**config.mk**
```make
export PLATFORM = sky130hd
export DESIGN_NAME = tlb_miss_ctrl
export DESIGN_NICKNAME = d
export VERILOG_FILES = /design/src/rtl/tlbc_pkg.sv /design/src/rtl/tlbc_pick.sv /design/src/rtl/tlbc_slot.sv /design/src/rtl/tlb_miss_ctrl.sv
export SDC_FILE = /design/constraint.sdc
export NUM_CORES = 1
export LEC_CHECK = 0
export BUFFER_PORTS_ARGS = -buffer_cell sky130_fd_sc_hd__buf_2
export CAP_MARGIN = 20
export CORE_ASPECT_RATIO = 0.7
export CORE_UTILIZATION = 25
export CTS_BUF_LIST = sky130_fd_sc_hd__clkbuf_2 sky130_fd_sc_hd__clkbuf_4 sky130_fd_sc_hd__clkbuf_8
export DETAILED_ROUTE_END_ITERATION = 6
export PLACE_DENSITY = 0.45
export SYNTH_ARGS = -nofsm -noshare
export SYNTH_HDL_FRONTEND = slang
export SYNTH_SLANG_ARGS = --single-unit
```
**constraint.sdc**
```tcl
create_clock -name clk -period 4.5 [get_ports clk]
set_clock_uncertainty 0.2 [all_clocks]
set_input_delay 0 -clock clk [delete_from_list [all_inputs] [get_ports clk]]
set_output_delay 0 -clock clk [all_outputs]
set_load 0.01 [all_outputs]
```
**src/rtl/tlbc_pkg.sv**
```systemverilog
package tlbc_pkg;

  typedef logic [1:0] acc_mode_t;

  localparam acc_mode_t MODE_RD = 2'd0;
  localparam acc_mode_t MODE_WR = 2'd1;

  localparam logic [1:0] FC_LOAD  = 2'd0;
  localparam logic [1:0] FC_STORE = 2'd1;
  localparam logic [1:0] FC_INST  = 2'd2;

  typedef enum logic [2:0] {
    SL_FREE,
    SL_LOOKUP,
    SL_SEND_DN,
    SL_WALK_DLY,
    SL_AWAIT,
    SL_RESP
  } slot_st_t;

endpackage

```
**src/rtl/tlbc_pick.sv**
```systemverilog
module tlbc_pick #(
  parameter int N  = 4,
  parameter int IW = 2
) (
  input  logic [N-1:0]  req,
  output logic          any,
  output logic [IW-1:0] idx
);
  always_comb begin
    any = |req;
    idx = '0;
    for (int i = N - 1; i >= 0; i--) begin
      if (req[i]) idx = IW'(i);
    end
  end
endmodule

```
**src/rtl/tlbc_slot.sv**
```systemverilog
module tlbc_slot
  import tlbc_pkg::*;
#(
  parameter int VPN_W    = 20,
  parameter int OFF_W    = 12,
  parameter int PPN_W    = 20,
  parameter int HIT_LAT  = 2,
  parameter int MISS_LAT = 4,
  parameter int TMR_W    = 3
) (
  input  logic             clk,
  input  logic             rst,
  input  logic             take,
  input  logic [VPN_W-1:0] take_vpn,
  input  logic [OFF_W-1:0] take_off,
  input  acc_mode_t        take_mode,
  input  logic             take_hit,
  input  logic [PPN_W-1:0] take_ppn,
  input  logic             take_wr,
  input  logic             take_uc,
  input  logic             lower_en,
  input  logic             dn_sent,
  input  logic             ret_v,
  input  logic [VPN_W-1:0] ret_vpn,
  input  logic [PPN_W-1:0] ret_ppn,
  input  logic             ret_wr,
  input  logic             ret_uc,
  input  logic             done,
  output slot_st_t         st,
  output logic [VPN_W-1:0] vpn,
  output logic [OFF_W-1:0] off,
  output acc_mode_t        mode,
  output logic [PPN_W-1:0] ppn,
  output logic             wr,
  output logic             uc,
  output logic             walk_fire,
  output logic             ret_hit
);
  logic [TMR_W-1:0] tmr;
  logic             hit_q;

  assign walk_fire = (st == SL_WALK_DLY) && (tmr == TMR_W'(1));
  assign ret_hit   = (st == SL_AWAIT) && ret_v && (ret_vpn == vpn);

  always_ff @(posedge clk) begin
    if (rst) begin
      st    <= SL_FREE;
      tmr   <= '0;
      hit_q <= 1'b0;
      vpn   <= '0;
      off   <= '0;
      mode  <= MODE_RD;
      ppn   <= '0;
      wr    <= 1'b0;
      uc    <= 1'b0;
    end else begin
      case (st)
        SL_FREE: if (take) begin
          st    <= SL_LOOKUP;
          tmr   <= TMR_W'(HIT_LAT);
          vpn   <= take_vpn;
          off   <= take_off;
          mode  <= take_mode;
          hit_q <= take_hit;
          ppn   <= take_ppn;
          wr    <= take_wr;
          uc    <= take_uc;
        end
        SL_LOOKUP: begin
          if (tmr == TMR_W'(1)) begin
            if (hit_q)         st <= SL_RESP;
            else if (lower_en) st <= SL_SEND_DN;
            else begin
              st  <= SL_WALK_DLY;
              tmr <= TMR_W'(MISS_LAT);
            end
          end else begin
            tmr <= tmr - TMR_W'(1);
          end
        end
        SL_SEND_DN: if (dn_sent) st <= SL_AWAIT;
        SL_WALK_DLY: begin
          if (tmr == TMR_W'(1)) st <= SL_AWAIT;
          else                  tmr <= tmr - TMR_W'(1);
        end
        SL_AWAIT: if (ret_hit) begin
          st  <= SL_RESP;
          ppn <= ret_ppn;
          wr  <= ret_wr;
          uc  <= ret_uc;
        end
        SL_RESP: if (done) st <= SL_FREE;
        default: st <= SL_FREE;
      endcase
    end
  end


  take_free_chk: assert property (@(posedge clk) disable iff (rst)
    take |-> st == SL_FREE);

  ret_to_resp_chk: assert property (@(posedge clk) disable iff (rst)
    ret_hit |=> st == SL_RESP);

  done_resp_chk: assert property (@(posedge clk) disable iff (rst)
    done |-> st == SL_RESP);

  dn_from_send_chk: assert property (@(posedge clk) disable iff (rst)
    dn_sent |-> st == SL_SEND_DN);
endmodule

```
**src/rtl/tlb_miss_ctrl.sv**
```systemverilog
module tlb_miss_ctrl
  import tlbc_pkg::*;
#(
  parameter int VA_W       = 32,
  parameter int PAGE_SHIFT = 12,
  parameter int PPN_W      = 20,
  parameter int MAX_OUT    = 4,
  parameter int HIT_LAT    = 2,
  parameter int MISS_LAT   = 4,
  parameter int NUM_UP     = 2,
  parameter int REF_W      = 16
) (
  input  logic                        clk,
  input  logic                        rst,
  input  logic                        lower_en,
  input  logic                        alloc_en,
  input  logic                        req_valid,
  output logic                        req_ready,
  input  logic [VA_W-1:0]             req_vaddr,
  input  logic [1:0]                  req_mode,
  output logic [VA_W-PAGE_SHIFT-1:0]  lk_vpn,
  input  logic                        lk_hit,
  input  logic [PPN_W-1:0]            lk_ppn,
  input  logic                        lk_wr,
  input  logic                        lk_uc,
  output logic                        dn_valid,
  input  logic                        dn_ready,
  output logic [VA_W-PAGE_SHIFT-1:0]  dn_vpn,
  output logic                        walk_valid,
  output logic [VA_W-PAGE_SHIFT-1:0]  walk_vpn,
  input  logic                        ret_valid,
  input  logic [VA_W-PAGE_SHIFT-1:0]  ret_vpn,
  input  logic [PPN_W-1:0]            ret_ppn,
  input  logic                        ret_wr,
  input  logic                        ret_uc,
  output logic                        alloc_valid,
  output logic [VA_W-PAGE_SHIFT-1:0]  alloc_vpn,
  output logic [PPN_W-1:0]            alloc_ppn,
  output logic                        alloc_wr,
  output logic                        alloc_uc,
  output logic                        rsp_valid,
  output logic [PPN_W+PAGE_SHIFT-1:0] rsp_paddr,
  output logic                        rsp_fault,
  output logic [1:0]                  rsp_code,
  output logic                        rsp_uc,
  output logic [NUM_UP-1:0]           retry,
  output logic [REF_W-1:0]            refused_cnt
);
  localparam int VPN_W = VA_W - PAGE_SHIFT;
  localparam int OFF_W = PAGE_SHIFT;
  localparam int IW    = (MAX_OUT > 1) ? $clog2(MAX_OUT) : 1;
  localparam int CNT_W = $clog2(MAX_OUT + 1);
  localparam int LAT_M = (HIT_LAT > MISS_LAT) ? HIT_LAT : MISS_LAT;
  localparam int TMR_W = $clog2(LAT_M + 1);

  slot_st_t         s_st   [MAX_OUT];
  logic [VPN_W-1:0] s_vpn  [MAX_OUT];
  logic [OFF_W-1:0] s_off  [MAX_OUT];
  acc_mode_t        s_mode [MAX_OUT];
  logic [PPN_W-1:0] s_ppn  [MAX_OUT];
  logic             s_wr   [MAX_OUT];
  logic             s_uc   [MAX_OUT];

  logic [MAX_OUT-1:0] free_v, send_v, resp_v, walk_v, rhit_v, busy_v, same_pg;
  logic [MAX_OUT-1:0] take_v, done_v, dn_sent_v;
  logic [IW-1:0]      free_i, send_i, resp_i, walk_i;
  logic               free_any, send_any, resp_any, walk_any;

  logic [CNT_W-1:0] out_cnt;
  logic             accept;
  logic [IW-1:0]    dn_slot;

  logic             rq_v, rq_wr, rq_uc;
  logic [VPN_W-1:0] rq_vpn;
  logic [PPN_W-1:0] rq_ppn;

  assign lk_vpn    = req_vaddr[VA_W-1:PAGE_SHIFT];
  assign req_ready = out_cnt < CNT_W'(MAX_OUT);
  assign accept    = req_valid && req_ready;

  for (genvar g = 0; g < MAX_OUT; g++) begin : g_slot
    assign free_v[g]    = s_st[g] == SL_FREE;
    assign send_v[g]    = s_st[g] == SL_SEND_DN;
    assign resp_v[g]    = s_st[g] == SL_RESP;
    assign busy_v[g]    = !free_v[g];
    assign same_pg[g]   = busy_v[g] && (s_vpn[g] == lk_vpn);
    assign take_v[g]    = accept && free_any && (free_i == IW'(g));
    assign done_v[g]    = resp_any && (resp_i == IW'(g));
    assign dn_sent_v[g] = dn_valid && dn_ready && (dn_slot == IW'(g));

    tlbc_slot #(
      .VPN_W(VPN_W), .OFF_W(OFF_W), .PPN_W(PPN_W),
      .HIT_LAT(HIT_LAT), .MISS_LAT(MISS_LAT), .TMR_W(TMR_W)
    ) u_slot (
      .clk(clk), .rst(rst),
      .take(take_v[g]), .take_vpn(lk_vpn), .take_off(req_vaddr[OFF_W-1:0]),
      .take_mode(req_mode), .take_hit(lk_hit), .take_ppn(lk_ppn),
      .take_wr(lk_wr), .take_uc(lk_uc),
      .lower_en(lower_en), .dn_sent(dn_sent_v[g]),
      .ret_v(rq_v), .ret_vpn(rq_vpn), .ret_ppn(rq_ppn),
      .ret_wr(rq_wr), .ret_uc(rq_uc),
      .done(done_v[g]),
      .st(s_st[g]), .vpn(s_vpn[g]), .off(s_off[g]), .mode(s_mode[g]),
      .ppn(s_ppn[g]), .wr(s_wr[g]), .uc(s_uc[g]),
      .walk_fire(walk_v[g]), .ret_hit(rhit_v[g])
    );
  end

  tlbc_pick #(.N(MAX_OUT), .IW(IW)) u_pick_free (.req(free_v), .any(free_any), .idx(free_i));
  tlbc_pick #(.N(MAX_OUT), .IW(IW)) u_pick_send (.req(send_v), .any(send_any), .idx(send_i));
  tlbc_pick #(.N(MAX_OUT), .IW(IW)) u_pick_resp (.req(resp_v), .any(resp_any), .idx(resp_i));
  tlbc_pick #(.N(MAX_OUT), .IW(IW)) u_pick_walk (.req(walk_v), .any(walk_any), .idx(walk_i));

  always_ff @(posedge clk) begin
    if (rst) begin
      out_cnt     <= '0;
      refused_cnt <= '0;
      dn_valid    <= 1'b0;
      dn_vpn      <= '0;
      dn_slot     <= '0;
      walk_valid  <= 1'b0;
      walk_vpn    <= '0;
      rq_v        <= 1'b0;
      rq_vpn      <= '0;
      rq_ppn      <= '0;
      rq_wr       <= 1'b0;
      rq_uc       <= 1'b0;
      alloc_valid <= 1'b0;
      alloc_vpn   <= '0;
      alloc_ppn   <= '0;
      alloc_wr    <= 1'b0;
      alloc_uc    <= 1'b0;
      rsp_valid   <= 1'b0;
      rsp_paddr   <= '0;
      rsp_fault   <= 1'b0;
      rsp_code    <= FC_LOAD;
      rsp_uc      <= 1'b0;
      retry       <= '0;
    end else begin
      out_cnt <= out_cnt + CNT_W'(accept) - CNT_W'(resp_any);
      if (req_valid && !req_ready) refused_cnt <= refused_cnt + REF_W'(1);

      if (dn_valid && dn_ready) begin
        dn_valid <= 1'b0;
      end else if (!dn_valid && send_any) begin
        dn_valid <= 1'b1;
        dn_slot  <= send_i;
        dn_vpn   <= s_vpn[send_i];
      end

      walk_valid <= walk_any;
      if (walk_any) walk_vpn <= s_vpn[walk_i];

      rq_v   <= ret_valid;
      rq_vpn <= ret_vpn;
      rq_ppn <= ret_ppn;
      rq_wr  <= ret_wr;
      rq_uc  <= ret_uc;

      alloc_valid <= alloc_en && (|rhit_v);
      alloc_vpn   <= rq_vpn;
      alloc_ppn   <= rq_ppn;
      alloc_wr    <= rq_wr;
      alloc_uc    <= rq_uc;

      rsp_valid <= resp_any;
      if (resp_any) begin
        rsp_paddr <= {s_ppn[resp_i], s_off[resp_i]};
        rsp_fault <= (s_mode[resp_i] == MODE_WR) && !s_wr[resp_i];
        rsp_uc    <= s_uc[resp_i];
        case (s_mode[resp_i])
          MODE_RD: rsp_code <= FC_LOAD;
          MODE_WR: rsp_code <= FC_STORE;
          default: rsp_code <= FC_INST;
        endcase
      end

      retry <= {NUM_UP{rsp_valid}};
    end
  end


  cnt_bound_chk: assert property (@(posedge clk) disable iff (rst)
    out_cnt <= CNT_W'(MAX_OUT));

  cnt_track_chk: assert property (@(posedge clk) disable iff (rst)
    CNT_W'($countones(busy_v)) == out_cnt);

  dup_page_chk: assert property (@(posedge clk) disable iff (rst)
    accept |-> !(|same_pg));

  dn_hold_chk: assert property (@(posedge clk) disable iff (rst)
    dn_valid && !dn_ready |=> dn_valid && $stable(dn_vpn));

  lower_stable_chk: assert property (@(posedge clk) disable iff (rst)
    (|busy_v) |-> $stable(lower_en));

  retry_follow_chk: assert property (@(posedge clk) disable iff (rst)
    rsp_valid |=> retry == {NUM_UP{1'b1}});

  retry_cause_chk: assert property (@(posedge clk) disable iff (rst)
    retry[0] |-> $past(rsp_valid));

  fault_kind_chk: assert property (@(posedge clk) disable iff (rst)
    rsp_valid && rsp_fault |-> rsp_code == FC_STORE);
endmodule

```
==> flow_metrics.py, run 1 <==
metrics = {
    "status": {
        "status": "completed",
    },
    "sta": {
        "period_share": 0.7250,
        "drv_slew": 0,
        "grt_setup_unrepaired": "false",
        "finalSetupViolCount": 0,
        "final.min_clock_period_ps": 3263,
        "fin_setup_tns_ps": 0,
        "max_freq_mhz": 306.5,
        "slew_headroom": 0.2504,
        "worst_pin_slew_ps": 1122,
        "hold_viol": 0,
    },
    "power_and_ir_drop": {
        "ir_drop_v": 0.0001820,
        "power_density_nw_per_um2": 397.0,
        "p_leak_nw": 10.79,
    },
    "die": {
        "start_util": 0.2545,
        "rows": 87,
        "die_width_um": 345.4,
        "core_region_area_um2": 81100,
        "ios": 267,
        "die_area_um2": 83740,
        "die_h_um": 242.4,
    },
    "cells_and_area": {
        "num-fill-cells": 8448,
        "final_common_cell": "dfxtp_1",
        "layout_common_cells": "dfxtp_1 (438), nand2_1 (348), buf_2 (265)",
        "ff_latch_area_um2": 8790,
        "fin_util": 0.3291,
        "multiInputGateArea_um2": 10880,
        "nNetsFinal": 2880,
        "final_cells": 3885,
        "diodes": 0,
        "syn2layout_area_growth_pct": 29.28,
        "drive_gt1_frac": 0.1938,
    },
    "routing": {
        "vias": 18690,
        "wl_um": 77020,
        "drcViolationCount": 0,
        "vias_per_cell": 4.812,
        "dr.first_iter.drc_count": 1475,
        "wire_per_inst_um": 19.82,
        "first_pass_iters": 6,
        "ant_nets": 0,
    },
    "setup_path": {
        "crit_fanout": 16,
        "startpoint_type": "flop",
        "crit_path_end_kind": "flop",
        "worstPathCellList": "nand3b_1 -> nand2_1 -> nor3_1 -> clkinv_1 -> ha_1 -> inv_1 -> ha_1 -> inv_1 -> fa_1 -> xnor2_1 -> xnor2_1 -> nor2_1",
        "critPathMaxStageDelay_ps": 450,
        "crit_type": "flop to flop",
        "slowest_stage": "dfxtp_1",
        "cp_data_required_time_ps": 4820,
        "worstPathArrival_ps": 3580,
    },
    "clock_network": {
        "clockBufferDepth": 3,
        "cts_tree": "built",
        "post-cts-setup-buffer-count": 0,
        "numCtsBuffers": 79,
        "cts.sinks": 439,
        "cts_max_level": 3,
        "clk_latency_ps": 690,
        "cts_resized": 0,
        "root_buffer": "clkbuf_8",
        "cts_hold_buf": 211,
        "cts.clk_slew.worst_paths_ps": 70,
    },
    "synthesis": {
        "synth_top_area_frac": 0.4257,
        "synthFlopType": "dfxtp_1",
        "synth_area_leader_cell": "dfxtp_1",
        "ys_warn_count": 0,
        "syn_area_per_cell_um2": 8.691,
        "seq_area_frac_synth": 0.4257,
        "syn_nets": 2493,
        "synthTopCellsByArea": "dfxtp_1 (43%), mux2i_1 (7.4%), nand2_1 (6.3%)",
        "synthArstFlopShare": 0,
        "ys_ff_latch": 439,
        "synth_area_um2": 20640,
        "syn_inst": 2375,
        "synth_cell_type_count": 70,
        "synth_edf_count": 0,
    },
    "grt": {
        "grt.overflow.total": 0,
        "grt_pass1_wl_um": 115400,
        "track_usage": 0.1794,
        "first_global_vias": 18670,
        "grt_start_max_net_pins": 137,
        "grt_antenna_before_repair": 7,
    },
    "place": {
        "port_buffers": 266,
        "routabilityCongestion": 0.8479,
        "placedCellCount": 3537,
        "hpwlAfterDp_um": 48740,
    },
    "min_path": {
        "hold_path.class": "primary input to flop",
    },
    "job": {
        "maxCapViolCount": 0,
    },
}
==> power by group <==
part / switching, mW / internal (mW)
sequential: 0.299 / 4.18
combinational: 1.19 / 0.851
clock: 1.80 / 2.27
total: 3.29 / 7.31
==> through the flow <==
stage	setup WS, ps	hold slack (ps)	cell area, µm²	power (mW)
after floorplan	1343	-108.2	20640	5.733
after global placement	1221	8.746	22850	6.399
after detailed placement	1260	15.38	22880	6.438
after CTS	1250	13.54	26670	10.73
after global routing	930.9	77.85	26690	11.13
final	1237	78.31	26690	10.59
==> Yosys cell counts (3+ instances only) <==
cell type / n
buf_4: 21
and4b_1: 4
o21ai_0: 48
o31ai_1: 3
ha_1: 11
nor2b_1: 186
xnor2_1: 72
mux2_4: 20
and3_1: 3
inv_1: 43
nor2_1: 184
a211o_1: 3
dfxtp_1: 439
o221ai_1: 55
a21oi_1: 194
nand2_1: 348
clkbuf_1: 149
a32o_1: 20
xor2_1: 25
and3b_1: 6
o21a_1: 4
nand4_1: 21
buf_1: 10
a21o_1: 36
mux2_2: 58
nor3_1: 18
nand3_1: 52
nand3b_1: 5
buf_2: 30
nand2b_1: 11
or3_1: 7
mux2i_1: 152
a31oi_1: 5
a211oi_1: 34
nor3b_1: 11
mux2_1: 10
a22oi_1: 4
a221o_1: 20
a21boi_0: 3
nor4_1: 11
==> sequential cells by signal, indices dropped and copies added, names as in the netlist, 2 cells and up <==
register	count
g_slot.u_slot.tmr	12
g_slot.u_slot.hit_q	4
rsp_code	2
rsp_paddr	32
g_slot.u_slot.wr	4
g_slot.u_slot.uc	4
alloc_vpn	20
g_slot.u_slot.mode	8
alloc_ppn	20
g_slot.u_slot.off	48
out_cnt	3
g_slot.u_slot.vpn	80
g_slot.u_slot.ppn	80
dn_vpn	20
refused_cnt	16
rq_ppn	20
g_slot.u_slot.st	12
dn_slot	2
rq_vpn	20
walk_vpn	20
==> critical path: cells and delay by family, from the launching register on <==
family / cells / cell delay [ps]
buffers and inverters: 3 / 280
xor gates and xnor gates: 2 / 330
DFF: 1 / 450
and+or+nand+nor: 4 / 1040
adders and majority gates: 3 / 820
==> logic make-up after synthesis <==
logic type | synth area share
compound gates | 0.1432
xor+xnor | 0.04116
fa+ha+maj | 0.007637
buf+inv | 0.05292
flops | 0.4257
mux | 0.1253
simple gates | 0.2040
==> routing by layer <==
metal / track usage / wire length (µm)
met1: 0.2473 / 36490
met2: 0.2733 / 33200
met3: 0.04200 / 5407
met4: 0.05922 / 1880
met5: 0 / 39
==> cell type report <==
class,instances,area share
tap,1068,0.05007
clock buffer,119,0.05715
multi-input combinational,1680,0.4076
sequential,439,0.3294
inverter,44,0.006189
timing repair buffer,518,0.1440
clock inverter,17,0.005579
==> final timing paths <==
path | startpoint | to | slack, ps | depth (start not counted)
worst max register to register | g_slot[1].u_slot.st[0]$_SDFFE_PP0P_ | out_cnt[2]$_SDFF_PP0_ | 1240 | 12
worst min register to register | g_slot[0].u_slot.off[0]$_SDFFE_PP0P_ | g_slot[0].u_slot.off[0]$_SDFFE_PP0P_ | 250 | 2
worst max-delay path | g_slot[1].u_slot.st[0]$_SDFFE_PP0P_ | out_cnt[2]$_SDFF_PP0_ | 1240 | 12
worst min-delay path | lk_ppn[11] | g_slot[3].u_slot.ppn[11]$_SDFFE_PP0P_ | 80 | 5
Power figures use the tool's default switching activity.
==> inputs of run 2 (changes only) <==
clock period = 3.45 ns   (was 4.5 ns; I/O delays follow)
==> flow_metrics.py, run 2 (synthesis results as in run 1) <==
metrics = {
    "power_and_ir_drop": {
        "power_density_nw_per_um2": 511.3,
        "p_comb_frac": 0.201,
        "total_power_mw": 13.85,
        "p_clk_frac": 0.381,
        "power.share.switching": 0.3104,
        "p_leak_nw": 11.04,
        "power_switching_mw": 4.300,
        "ir_drop_v": 0.0003012,
        "p_int_mw": 9.553,
        "seqPwrFrac": 0.417,
    },
    "sta": {
        "grt_setup_unrepaired": "false",
        "max_freq_mhz": 314.1,
        "period_share": 0.9227,
        "fin_setup_tns_ps": 0,
        "hold_viol": 0,
        "finalSetupViolCount": 0,
        "final.min_clock_period_ps": 3183,
        "drv_slew": 0,
        "slew_headroom": 0.4666,
        "worst_pin_slew_ps": 794.4,
    },
    "setup_path": {
        "worstPathArrival_ps": 3550,
        "timing.rr.end": "g_slot[0].u_slot.ppn[7]$_SDFFE_PP0P_",
        "r2r_cells": 7,
        "cp_common_cell": "buf_4",
        "crit_path_end_kind": "flop",
        "slowest_stage": "xnor2_1",
        "crit_fanout": 22,
        "worstPathCellList": "xnor2_1 -> nand4_1 -> nor4_1 -> buf_4 -> a21oi_4 -> buf_4 -> mux2_1",
        "critPathMaxStageDelay_ps": 660,
        "startpoint_type": "flop",
        "crit_type": "flop to flop",
        "ff2ff_setup_slack_ps": 270,
        "cp_data_required_time_ps": 3820,
        "worstReg2RegStart": "g_slot[0].u_slot.vpn[4]$_SDFFE_PP0P_",
    },
    "grt": {
        "first_global_vias": 18580,
        "grt.overflow.total": 0,
        "grt_pass1_wl_um": 116000,
        "grt_start_max_net_pins": 133,
        "grt_antenna_before_repair": 8,
        "track_usage": 0.1801,
    },
    "min_path": {
        "hold_path.class": "primary input to flop",
        "holdPathEnd": "g_slot[3].u_slot.ppn[11]$_SDFFE_PP0P_",
        "min_from": "lk_ppn[11]",
        "hold-path-cell-count": 5,
    },
    "die": {
        "die_area_um2": 83740,
        "core_region_area_um2": 81100,
        "start_util": 0.2545,
        "die_h_um": 242.4,
        "ios": 267,
        "die_width_um": 345.4,
        "rows": 87,
    },
    "job": {
        "maxCapViolCount": 0,
    },
    "clock_network": {
        "cts_tree": "built",
        "post-cts-setup-buffer-count": 0,
        "numCtsBuffers": 79,
        "cts_resized": 0,
        "cts_max_level": 3,
        "root_buffer": "clkbuf_8",
        "cts.sinks": 439,
        "clockBufferDepth": 3,
        "clk_latency_ps": 700,
        "cts.clk_slew.worst_paths_ps": 60,
    },
    "routing": {
        "ant_nets": 0,
        "drcViolationCount": 0,
        "vias_per_cell": 4.853,
        "vias": 19080,
        "wire_per_inst_um": 19.68,
        "dr.first_iter.drc_count": 1526,
        "wl_um": 77370,
        "first_pass_iters": 5,
    },
    "cells_and_area": {
        "final_common_cell": "dfxtp_1",
        "drive_gt1_frac": 0.2000,
        "reg.largest.list": "g_slot.u_slot.ppn (80), g_slot.u_slot.vpn (80), g_slot.u_slot.off (48)",
        "layout_common_cells": "dfxtp_1 (438), nand2_1 (348), buf_2 (265)",
        "syn2layout_area_growth_pct": 31.25,
        "nNetsFinal": 2922,
        "fin_util": 0.3341,
    },
    "place": {
        "port_buffers": 266,
        "routabilityCongestion": 0.8461,
        "hpwlAfterDp_um": 49320,
    },
    "status": {
        "status": "completed",
    },
}
run 2: critical path, delay by kind of cell, from the launching register on:
| family | cells | cell delay [ps] |
|---|---|---|
| simple gates | 2 | 900 |
| xor+xnor | 1 | 660 |
| buf+inv | 2 | 490 |
| mux | 1 | 380 |
| flops | 1 | 340 |
| compound gates | 1 | 50 |
run 2: what timing repair did:
item / in CTS / in global routing
endpoints found under the hold margin: 390 / 0
endpoints found under the setup margin: 0 / 0
hold buffers: 227 / 0
run 2: worst max-delay path by stage:
stage | startpoint | depth (start not counted) | slack, ps | end
3_3_place_gp | g_slot[0].u_slot.vpn[4]$_SDFFE_PP0P_ | 7 | 440 | g_slot[0].u_slot.ppn[7]$_SDFFE_PP0P_
6_report | g_slot[0].u_slot.vpn[4]$_SDFFE_PP0P_ | 7 | 270 | g_slot[0].u_slot.ppn[7]$_SDFFE_PP0P_
5_1_grt | g_slot[0].u_slot.vpn[4]$_SDFFE_PP0P_ | 7 | 160 | g_slot[0].u_slot.ppn[5]$_SDFFE_PP0P_
3_5_place_dp | g_slot[0].u_slot.vpn[4]$_SDFFE_PP0P_ | 7 | 440 | g_slot[0].u_slot.ppn[5]$_SDFFE_PP0P_
4_1_cts | g_slot[0].u_slot.vpn[4]$_SDFFE_PP0P_ | 7 | 440 | g_slot[0].u_slot.ppn[15]$_SDFFE_PP0P_
2_1_floorplan | g_slot[0].u_slot.st[1]$_SDFFE_PP0P_ | 14 | 290 | out_cnt[2]$_SDFF_PP0_
run 2: layout make-up:
cell class,count,area (µm²)
Clock inverter,19,157.7
Fill cell,8349,54000
Clock buffer,118,1505
Antenna cell,3,7.507
Inverter,44,165.2
Tap cell,1068,1336
Multi-Input combinational cell,1680,10870
Sequential cell,439,8790
Timing Repair Buffer,560,4257
run 2: power by group through the flow:
stage | sequential [mW] | combinational [mW] | clock [mW]
after floorplan | 5.79 | 1.69 | 0
after global placement | 5.87 | 2.50 | 0
after detailed placement | 5.89 | 2.56 | 0
after CTS | 5.78 | 2.77 | 5.49
after global routing | 5.83 | 3.04 | 5.70
final | 5.78 | 2.79 | 5.28
run 2: stage by stage:
step | hold slack, ps | instances | worst slack, ps | instance area (µm²)
after detailed placement | 12.13 | 3564 | 442.1 | 23150
after CTS | 13.19 | 3928 | 442.3 | 27080
after global placement | 7.106 | 3562 | 439.6 | 23090
after global routing | 72.57 | 3929 | 160.1 | 27090
final | 75.29 | 3931 | 266.8 | 27090
after floorplan | -108.2 | 2375 | 293.0 | 20640
run 2: per-layer routing:
metal / vias up / track usage / routed length [µm]
met5: - / 0 / 47
met4: 8 / 0.04701 / 1665
met3: 135 / 0.05283 / 6413
met2: 665 / 0.2714 / 33160
met1: 9262 / 0.2485 / 36090
li1: 9009 / - / -
